===== config.mk =====
export PLATFORM = sky130hd
export DESIGN_NAME = rc_timer_channel
export DESIGN_NICKNAME = d
export VERILOG_FILES = /design/src/rtl/rc_pkg.sv /design/src/rtl/rc_tick_gen.sv /design/src/rtl/rc_sync_ctl.sv /design/src/rtl/rc_irq_ctl.sv /design/src/rtl/rc_timer_channel.sv
export SDC_FILE = /design/constraint.sdc
export NUM_CORES = 1
export LEC_CHECK = 0
export BUFFER_PORTS_ARGS = -buffer_cell sky130_fd_sc_hd__buf_4
export CAP_MARGIN = 10
export CORE_ASPECT_RATIO = 0.5
export CORE_MARGIN = 3
export CORE_UTILIZATION = 39
export CTS_BUF_LIST = sky130_fd_sc_hd__clkbuf_8
export DETAILED_ROUTE_END_ITERATION = 10
export GPL_TIMING_DRIVEN = 0
export HOLD_SLACK_MARGIN = 0.08
export PLACE_DENSITY = 0.6
export SLEW_MARGIN = 25
export SYNTH_ARGS = -nofsm -noshare
export SYNTH_HDL_FRONTEND = slang
export SYNTH_HIERARCHICAL = 1
export SYNTH_SLANG_ARGS = --single-unit

===== constraint.sdc =====
create_clock -name clk -period 4.5 [get_ports clk]
set_input_delay 0.45 -clock clk [delete_from_list [all_inputs] [get_ports clk]]
set_output_delay 0.45 -clock clk [all_outputs]
set_load 0.1 [all_outputs]

===== src/rtl/rc_pkg.sv =====
package rc_pkg;
    localparam int RC_W = 16;

    localparam int KIND_PIXEL  = 0;
    localparam int KIND_LINE   = 1;
    localparam int KIND_EIGHTH = 2;

    localparam int MB_SYNC     = 0;
    localparam int MB_SEL_LO   = 1;
    localparam int MB_SEL_HI   = 2;
    localparam int MB_TGT_RST  = 3;
    localparam int MB_IRQ_TGT  = 4;
    localparam int MB_IRQ_OVF  = 5;
    localparam int MB_REGEN    = 6;
    localparam int MB_ALT_CLK  = 8;
    localparam int MB_IRQ_SEEN = 10;
    localparam int MB_HIT_TGT  = 11;
    localparam int MB_HIT_OVF  = 12;

    localparam logic [RC_W-1:0] MODE_WR_MASK = 16'h03FF;
    localparam logic [RC_W-1:0] CNT_MAX      = {RC_W{1'b1}};

    localparam logic [1:0] A_COUNT  = 2'd0;
    localparam logic [1:0] A_MODE   = 2'd1;
    localparam logic [1:0] A_TARGET = 2'd2;

    typedef struct packed {
        logic [RC_W-1:0] cnt;
        logic [RC_W-1:0] mode;
        logic [RC_W-1:0] tgt;
    } rc_state_t;
endpackage


===== src/rtl/rc_tick_gen.sv =====
module rc_tick_gen
    import rc_pkg::*;
#(
    parameter int KIND     = KIND_PIXEL,
    parameter int PIX_DIV  = 5,
    parameter int SLOW_DIV = 8
) (
    input  logic clk,
    input  logic rst_n,
    input  logic restart,
    input  logic use_alt,
    input  logic line_tick,
    output logic tick
);
    generate
        if (KIND == KIND_LINE) begin : g_line
            logic unused_line;
            assign unused_line = clk ^ rst_n ^ restart;
            assign tick = use_alt ? line_tick : 1'b1;
        end else begin : g_div
            localparam int DIV = (KIND == KIND_EIGHTH) ? SLOW_DIV : PIX_DIV;
            localparam int PW  = (DIV > 1) ? $clog2(DIV) : 1;
            logic [PW-1:0] pre_d, pre_q;
            logic          at_end;
            logic          unused_lt;

            assign unused_lt = line_tick;

            always_comb begin
                at_end = (pre_q == PW'(DIV - 1));
                if (restart || !use_alt) begin
                    pre_d = '0;
                end else if (at_end) begin
                    pre_d = '0;
                end else begin
                    pre_d = pre_q + 1'b1;
                end
            end

            always_ff @(posedge clk or negedge rst_n) begin
                if (!rst_n) begin
                    pre_q <= '0;
                end else begin
                    pre_q <= pre_d;
                end
            end

            assign tick = use_alt ? at_end : 1'b1;
        end
    endgenerate
endmodule


===== src/rtl/rc_sync_ctl.sv =====
module rc_sync_ctl
    import rc_pkg::*;
#(
    parameter int KIND = KIND_PIXEL
) (
    input  logic       clk,
    input  logic       rst_n,
    input  logic       blank,
    input  logic       sync_en,
    input  logic [1:0] sync_sel,
    output logic       hold,
    output logic       zero
);
    localparam bit IS_EIGHTH = (KIND == KIND_EIGHTH);

    logic blank_d, blank_q;
    logic unblank;

    always_comb begin
        blank_d = blank;
        unblank = blank_q && !blank;
        if (IS_EIGHTH) begin
            hold = sync_en && ((sync_sel == 2'd0) || (sync_sel == 2'd3));
            zero = 1'b0;
        end else begin
            hold = sync_en && (sync_sel == 2'd0) && blank;
            zero = sync_en && ((sync_sel == 2'd1) || (sync_sel == 2'd2)) && unblank;
        end
    end

    always_ff @(posedge clk or negedge rst_n) begin
        if (!rst_n) begin
            blank_q <= 1'b0;
        end else begin
            blank_q <= blank_d;
        end
    end
endmodule


===== src/rtl/rc_irq_ctl.sv =====
module rc_irq_ctl (
    input  logic clk,
    input  logic rst_n,
    input  logic rearm,
    input  logic regen,
    input  logic want,
    output logic irq
);
    logic fired_d, fired_q;
    logic irq_d, irq_q;

    always_comb begin
        irq_d   = want && (regen || !fired_q);
        fired_d = rearm ? 1'b0 : (fired_q || irq_d);
    end

    always_ff @(posedge clk or negedge rst_n) begin
        if (!rst_n) begin
            fired_q <= 1'b0;
            irq_q   <= 1'b0;
        end else begin
            fired_q <= fired_d;
            irq_q   <= irq_d;
        end
    end

    assign irq = irq_q;
endmodule


===== src/rtl/rc_timer_channel.sv =====
module rc_timer_channel
    import rc_pkg::*;
#(
    parameter int CHAN_KIND = KIND_PIXEL,
    parameter int PIX_DIV   = 5,
    parameter int SLOW_DIV  = 8
) (
    input  logic            clk,
    input  logic            rst_n,
    input  logic            wr_en,
    input  logic            rd_en,
    input  logic [1:0]      addr,
    input  logic [RC_W-1:0] wdata,
    output logic [RC_W-1:0] rdata,
    input  logic            line_tick,
    input  logic            blank,
    output logic            irq
);
    rc_state_t       st_d, st_q;
    logic            wr_cnt, wr_mode, wr_tgt, rd_mode;
    logic            tick, hold, zero, advance;
    logic            tgt_hit, ovf_hit, irq_want;
    logic [RC_W-1:0] cnt_inc;
    logic [RC_W-1:0] cnt_now, mode_now;

    rc_tick_gen #(
        .KIND     (CHAN_KIND),
        .PIX_DIV  (PIX_DIV),
        .SLOW_DIV (SLOW_DIV)
    ) u_tick (
        .clk       (clk),
        .rst_n     (rst_n),
        .restart   (wr_mode),
        .use_alt   (st_q.mode[MB_ALT_CLK]),
        .line_tick (line_tick),
        .tick      (tick)
    );

    rc_sync_ctl #(
        .KIND (CHAN_KIND)
    ) u_sync (
        .clk      (clk),
        .rst_n    (rst_n),
        .blank    (blank),
        .sync_en  (st_q.mode[MB_SYNC]),
        .sync_sel (st_q.mode[MB_SEL_HI:MB_SEL_LO]),
        .hold     (hold),
        .zero     (zero)
    );

    rc_irq_ctl u_irq (
        .clk   (clk),
        .rst_n (rst_n),
        .rearm (wr_mode),
        .regen (st_q.mode[MB_REGEN]),
        .want  (irq_want),
        .irq   (irq)
    );

    always_comb begin
        st_d    = st_q;
        wr_cnt  = wr_en && (addr == A_COUNT);
        wr_mode = wr_en && (addr == A_MODE);
        wr_tgt  = wr_en && (addr == A_TARGET);
        rd_mode = rd_en && !wr_en && (addr == A_MODE);

        advance  = tick && !hold && !zero && !wr_cnt && !wr_mode;
        cnt_inc  = st_q.cnt + 1'b1;
        tgt_hit  = advance && (cnt_inc == st_q.tgt);
        ovf_hit  = advance && (st_q.cnt == CNT_MAX);
        irq_want = (tgt_hit && st_q.mode[MB_IRQ_TGT]) ||
                   (ovf_hit && st_q.mode[MB_IRQ_OVF]);

        // count: control write, then count write, then sync zero, then tick
        if (wr_mode) begin
            st_d.cnt = '0;
        end else if (wr_cnt) begin
            st_d.cnt = wdata;
        end else if (zero) begin
            st_d.cnt = '0;
        end else if (advance) begin
            st_d.cnt = (tgt_hit && st_q.mode[MB_TGT_RST]) ? '0 : cnt_inc;
        end

        // control word: read clears first, events set after
        if (wr_mode) begin
            st_d.mode = wdata & MODE_WR_MASK;
        end else begin
            if (rd_mode) begin
                st_d.mode[MB_HIT_TGT] = 1'b0;
                st_d.mode[MB_HIT_OVF] = 1'b0;
            end
            if (tgt_hit) begin
                st_d.mode[MB_HIT_TGT] = 1'b1;
            end
            if (ovf_hit) begin
                st_d.mode[MB_HIT_OVF] = 1'b1;
            end
            if (irq_want) begin
                st_d.mode[MB_IRQ_SEEN] = 1'b1;
            end
        end

        if (wr_tgt) begin
            st_d.tgt = wdata;
        end
    end

    always_ff @(posedge clk or negedge rst_n) begin
        if (!rst_n) begin
            st_q <= '0;
        end else begin
            st_q <= st_d;
        end
    end

    always_comb begin
        case (addr)
            A_COUNT:  rdata = st_q.cnt;
            A_MODE:   rdata = st_q.mode;
            A_TARGET: rdata = st_q.tgt;
            default:  rdata = '0;
        endcase
    end

    assign cnt_now  = st_q.cnt;
    assign mode_now = st_q.mode;
endmodule


**Yosys cells after proc, flatten, opt, wreduce, memory -nomap -nowiden**

Cells that the tools add are included.
Widths: inputs -> output; s select.

- Register bits: 51
- Input port bits: 24
- Logic and storage cells: 73

- Add/sub/neg operators: 2
- Equal/unequal tests: 7
- Mux-type cells: 15
- Reduce and logical (&&, ||, !) cells: 39

Operators with widths:

| kind | count |
|---|---|
| $mux 16 | 5 |
| $pmux 16 s3 | 1 |
| $logic_and 1x1->1 | 20 |
| $add 16x1->16 const B | 1 |
| $eq 16x16->1 | 1 |
| $eq 16x16->1 const B | 1 |
| $mux 3 | 3 |
| $logic_not 1->1 | 8 |
| $reduce_bool 3->1 | 2 |
| $logic_or 1x1->1 | 5 |
| $mux 1 | 5 |
| $eq 2x1->1 const B | 2 |
| $eq 2x2->1 const B | 2 |
| $logic_not 2->1 | 2 |
| $reduce_bool 4->1 | 1 |
| $add 3x1->3 const B | 1 |
| $eq 3x3->1 const B | 1 |
| $mux 2 | 1 |
| $reduce_bool 2->1 | 1 |

**Depth between registers and ports, before layout**

- Depth after elaboration: 15
- Mapped depth: 13
- Gate-level depth less buffers: 13

**Hierarchy**

Netlist, hierarchy kept.

By module, submodules not included:

| module | instances | cells each | area each (um^2) |
|---|---|---|---|
| rc_timer_channel | 1 | 322 | 3,083.0 |
| rc_tick_gen | 1 | 16 | 160.2 |
| rc_irq_ctl | 1 | 6 | 72.6 |
| rc_sync_ctl | 1 | 6 | 62.6 |

**Worst setup path after synthesis**

Ideal clock, no wire load.

- Kind: in2out
- Start point: input port addr[1]
- End point: output port rdata[10]
- Arrival: 3.289 ns
- Setup slack: 0.761 ns
- Stages: 4
- Path through: buf_6 buf_1 mux2i_1 o21ai_0

- Cells in the longest elaborated chain, start to end: 2
- Elaborated cells on any way between the ends: 4

Ends and longest elaborated chain:

| item | RTL line | RTL |
|---|---|---|
| start, declared | rc_timer_channel.sv:12 | `input logic [1:0] addr,` |
| $eq 2x2->1, or another cell as far along | rc_timer_channel.sv:118 | `case (addr)` |
| $pmux 16 s3 (*) | rc_timer_channel.sv:118 |  |
| end, declared | rc_timer_channel.sv:14 | `output logic [RC_W-1:0] rdata,` |

Every way passes the cells marked *; elsewhere a longest branch is shown, timed or not.

**Worst setup path after layout**

- Start point: register st_q, in the netlist mode_now[1]
- End point: register st_q, in the netlist cnt_now[15]

- Cells in the longest elaborated chain, start to end: 15
- Elaborated cells on any way between the ends: 22

Ends and longest elaborated chain:

| item | RTL line | RTL |
|---|---|---|
| start, declared | rc_timer_channel.sv:19 | `rc_state_t st_d, st_q;` |
| start signal, assigned | rc_timer_channel.sv:113 | `st_q <= st_d;` |
| $logic_not 2->1 (*) | rc_sync_ctl.sv:26 | `hold = sync_en && (sync_sel == 2'd0) && blank;` |
| $logic_and 1x1->1 (*) (2 in series) | rc_sync_ctl.sv:26 |  |
| named net hold | rc_timer_channel.sv:21 | `logic tick, hold, zero, advance;` |
| $logic_not 1->1 (*) | rc_timer_channel.sv:67 | `advance = tick && !hold && !zero && !wr_cnt && !wr_mode;` |
| $logic_and 1x1->1 (*) (4 in series) | rc_timer_channel.sv:67 |  |
| $logic_and 1x1->1 | rc_timer_channel.sv:69 | `tgt_hit = advance && (cnt_inc == st_q.tgt);` |
| $logic_and 1x1->1 | rc_timer_channel.sv:82 | `st_d.cnt = (tgt_hit && st_q.mode[MB_TGT_RST]) ? '0 : cnt_inc;` |
| $mux 16 | rc_timer_channel.sv:82 |  |
| $mux 16 | rc_timer_channel.sv:81 | `end else if (advance) begin` |
| $mux 16 | rc_timer_channel.sv:79 | `end else if (zero) begin` |
| $mux 16 | rc_timer_channel.sv:77 | `end else if (wr_cnt) begin` |
| $mux 16 | rc_timer_channel.sv:75 | `if (wr_mode) begin` |

Mark *: on every way through the listed nets, which the timed path passes. The rest lies on a longest branch. The select of a mux whose other input is x is not followed.
A chain may end at the register's enable or synchronous reset.

==> results.md <==
* Status: finished clean
* Die X at 138 um
* Worst clock skew at 0.00933 ns
* Reg2Reg Depth at 11
* Maximum vdd ir drop at 0.207 mV
* Filler cell count in the final layout at 811
* DP HPWL at 7180 um
* Remaining antenna violation count at 0
* Clock-pin slew on the worst setup and hold paths at 0.10 ns
* Die area at 0.00988 mm^2
* Number of failing hold endpoints at the final stage at 0
* Final WL at 9880 um
* Setup TNS at 0 ns
* Clock tree sinks at 51
* Post_cts resized at 0
* Hold Buf Count CTS at 0
* Synth warn at 6
* R2r setup slk at 1.08 ns
* Kind of critical path: flip-flop to flip-flop
* PwrDens at 546 mW/mm^2
* Worst setup EP type: flip-flop
* Post-CTS setup repair buffer count at 0
* Largest net degree at the start of global routing at 52
* Maximum clock path buffer count at 2
* CP max FO at 10
* H-tree level count at 2
* FF/Latch Area at 0.00128 mm^2
* Fmax at 0.292 GHz
* Cell Area, Synth at 0.00338 mm^2
* Port Buf Inserts at 38
* CP Launch Type: flip-flop
* Worst EP arrival at 3.61 ns
* Die Ht at 71.8 um
* Primary FF master, synth: dfrtp_1
* Layout Nets at 423
* CTS Buf Count at 5
* WL met2 at 4260 um
* Top layer reached by signal wires: met4
* CTS root buf: clkbuf_8
* Vias per inst at 5.94
* Synth Instances at 350
* Non-filler instance count after layout at 508
* Drt pass-1 iters at 6
* Avg Cell Area, Syn at 9.65 um^2
* Core box area at 0.00820 mm^2
* Final setup violating endpoints at 0
* Clock Latency Late Sink at 0.32 ns
* GRT Residual Overflow at 0
* Initial antenna violation count at 0
* Worst-Margin Slew at 1.01 ns
* Net count of the mapped netlist at 378
* Global placement routability congestion at 0.925
* RSZ-0062 raised after global routing: no
* Commonest cells after routing, fill and taps aside: dfrtp_1 (51), buf_4 (39), nand2_1 (34)
* Hold Path Class: primary input to asynchronous set/reset pin
* CTS tree: yes
* Via count at 3018
* I/O pin count at 41
* Post-synth ARST share at 100%
* # placed instances at 500
* Final period utilization at 76.1%
* Max-cap violations at 0
* First-pass GRT wire length at 15900 um
* Post-layout util at 47.8%
* Residual DRC count at 0
* RR Endpoint: cnt_now[15]
* GRT Total Usage at 21.0%
* Initial Util at 41.2%
* Cell variety after synth at 59
* Min Tclk post-route at 3.42 ns
* Yosys reg bits at 51
* Number of global-route vias before repair at 3006
* DRT iter0 DRCs at 395
* Number of flops mapped to enable cells by yosys at 0
* Row count at 23
* Post-Route M1 WL at 4760 um
* Hold slack final at 0.145 ns
* Drt wl/cell at 19.4 um
* Area of the multi-input gates at 0.00191 mm^2
* Diode count at 0
* Leakage Power at 1.71 nW
* Register area share after synthesis at 37.8%
* Slew Viols, Final at 0
* Share of cells above drive strength 1 at 24.2%
* Critical Path RT at 4.68 ns
* Area Growth Syn to Fin at 16.1%
* Reg2reg start: mode_now[1]
* Routed wl met3 at 629 um
* Slew headroom at 32.5%
* Commonest non-fill, non-tap cell in the layout: dfrtp_1
-- worst max path at each step --
stage / end / depth (start not counted) / slack, ns / startpoint
global placement: cnt_now[3] / 11 / 1.23 / mode_now[2]
floorplan: rdata[10] / 4 / 0.76 / addr[1]
global route: cnt_now[9] / 12 / 0.78 / u_tick/g_div.pre_q[0]
finish: cnt_now[15] / 11 / 1.08 / mode_now[1]
detailed placement: cnt_now[15] / 11 / 1.14 / mode_now[2]
CTS: cnt_now[15] / 11 / 1.12 / mode_now[2]
-- worst max-delay path, cell delays in order (launching register included) --
cell and delay, ns:
dfrtp_1 0.37, inv_1 0.05, ha_1 0.17, and3_2 0.20, nand2b_1 0.23, nor3_2 0.35, nand4_1 0.25, or3_4 0.45
a2111oi_4 0.38, nand4_4 0.28, a222oi_1 0.42, o31ai_1 0.13
-- per-layer routing --
layer / vias up / GRT usage [%]
li1: 1380 / -
met4: 0 / 6.75
met5: - / 0
met1: 1508 / 31.0
met3: 19 / 4.07
met2: 111 / 31.2
-- stage by stage --
step                      total power, W  area [um^2]  worst slack (ns)
final                            0.00214         3920              1.08
after floorplan                  0.00153         3380             0.761
after global placement           0.00176         3800              1.23
after global routing             0.00227         3920             0.781
after CTS                        0.00214         3920              1.12
after detailed placement         0.00179         3800              1.14
-- sequential cells by signal, summed over array words and instances (netlist names) --
name,cells
u_irq/irq,1
u_sync/blank_q,1
u_irq/fired_q,1
cnt_now,16
st_q,16
mode_now,13
u_tick/g_div.pre_q,3
-- logic make-up (layout without fill, tap and decap cells) --
family / count (synthesis) / count (layout) / synth area share [%]
and+or+nand+nor: 121 / 121 / 20.6
muxes: 42 / 42 / 13.4
AOI/OAI and AO/OA: 72 / 72 / 15.9
buffers and inverters: 40 / 86 / 5.63
DFF: 51 / 51 / 37.8
adders and majority gates: 4 / 4 / 1.48
xor gates and xnor gates: 20 / 20 / 5.19
-- synthesized netlist by cell type (all sizes together), types with 3 or more instances --
cell type	number	area, um^2
o21ai	20	100
a32oi	3	26.3
nor2	15	56.3
dfrtp	51	1280
mux2	26	293
inv	12	45.0
clkbuf	17	63.8
nand2b	3	18.8
xor2	7	61.3
nand3	12	60.1
ha	4	50.1
a222oi	8	80.1
o31ai	11	82.6
nor3	5	35.0
nor4	4	25.0
nand4	11	98.8
nor2b	5	31.3
mux2i	16	160
xnor2	13	114
a21oi	5	28.8
and3	13	83.8
buf	11	81.3
a31oi	4	25.0
a22oi	5	37.5
and4	4	35.0
nand2	35	134
a21o	3	22.5
-- final cells by class --
type                       instances  area share, %
tap                              112           3.57
buffer                            28           3.70
multi-input combinational        259           48.8
timing repair buffer              38           7.28
inverter                          12           1.15
sequential                        51           32.5
clock buffer                       6           2.11
clock inverter                     2          0.893
-- where the power goes --
group / switching [W] / total, W / internal [W]
Sequential: 0.0000977 / 0.000670 / 0.000573
Combinational: 0.000744 / 0.00113 / 0.000389
Clock: 0.000159 / 0.000339 / 0.000180
Note: power is estimated with default switching activity, not from simulation.
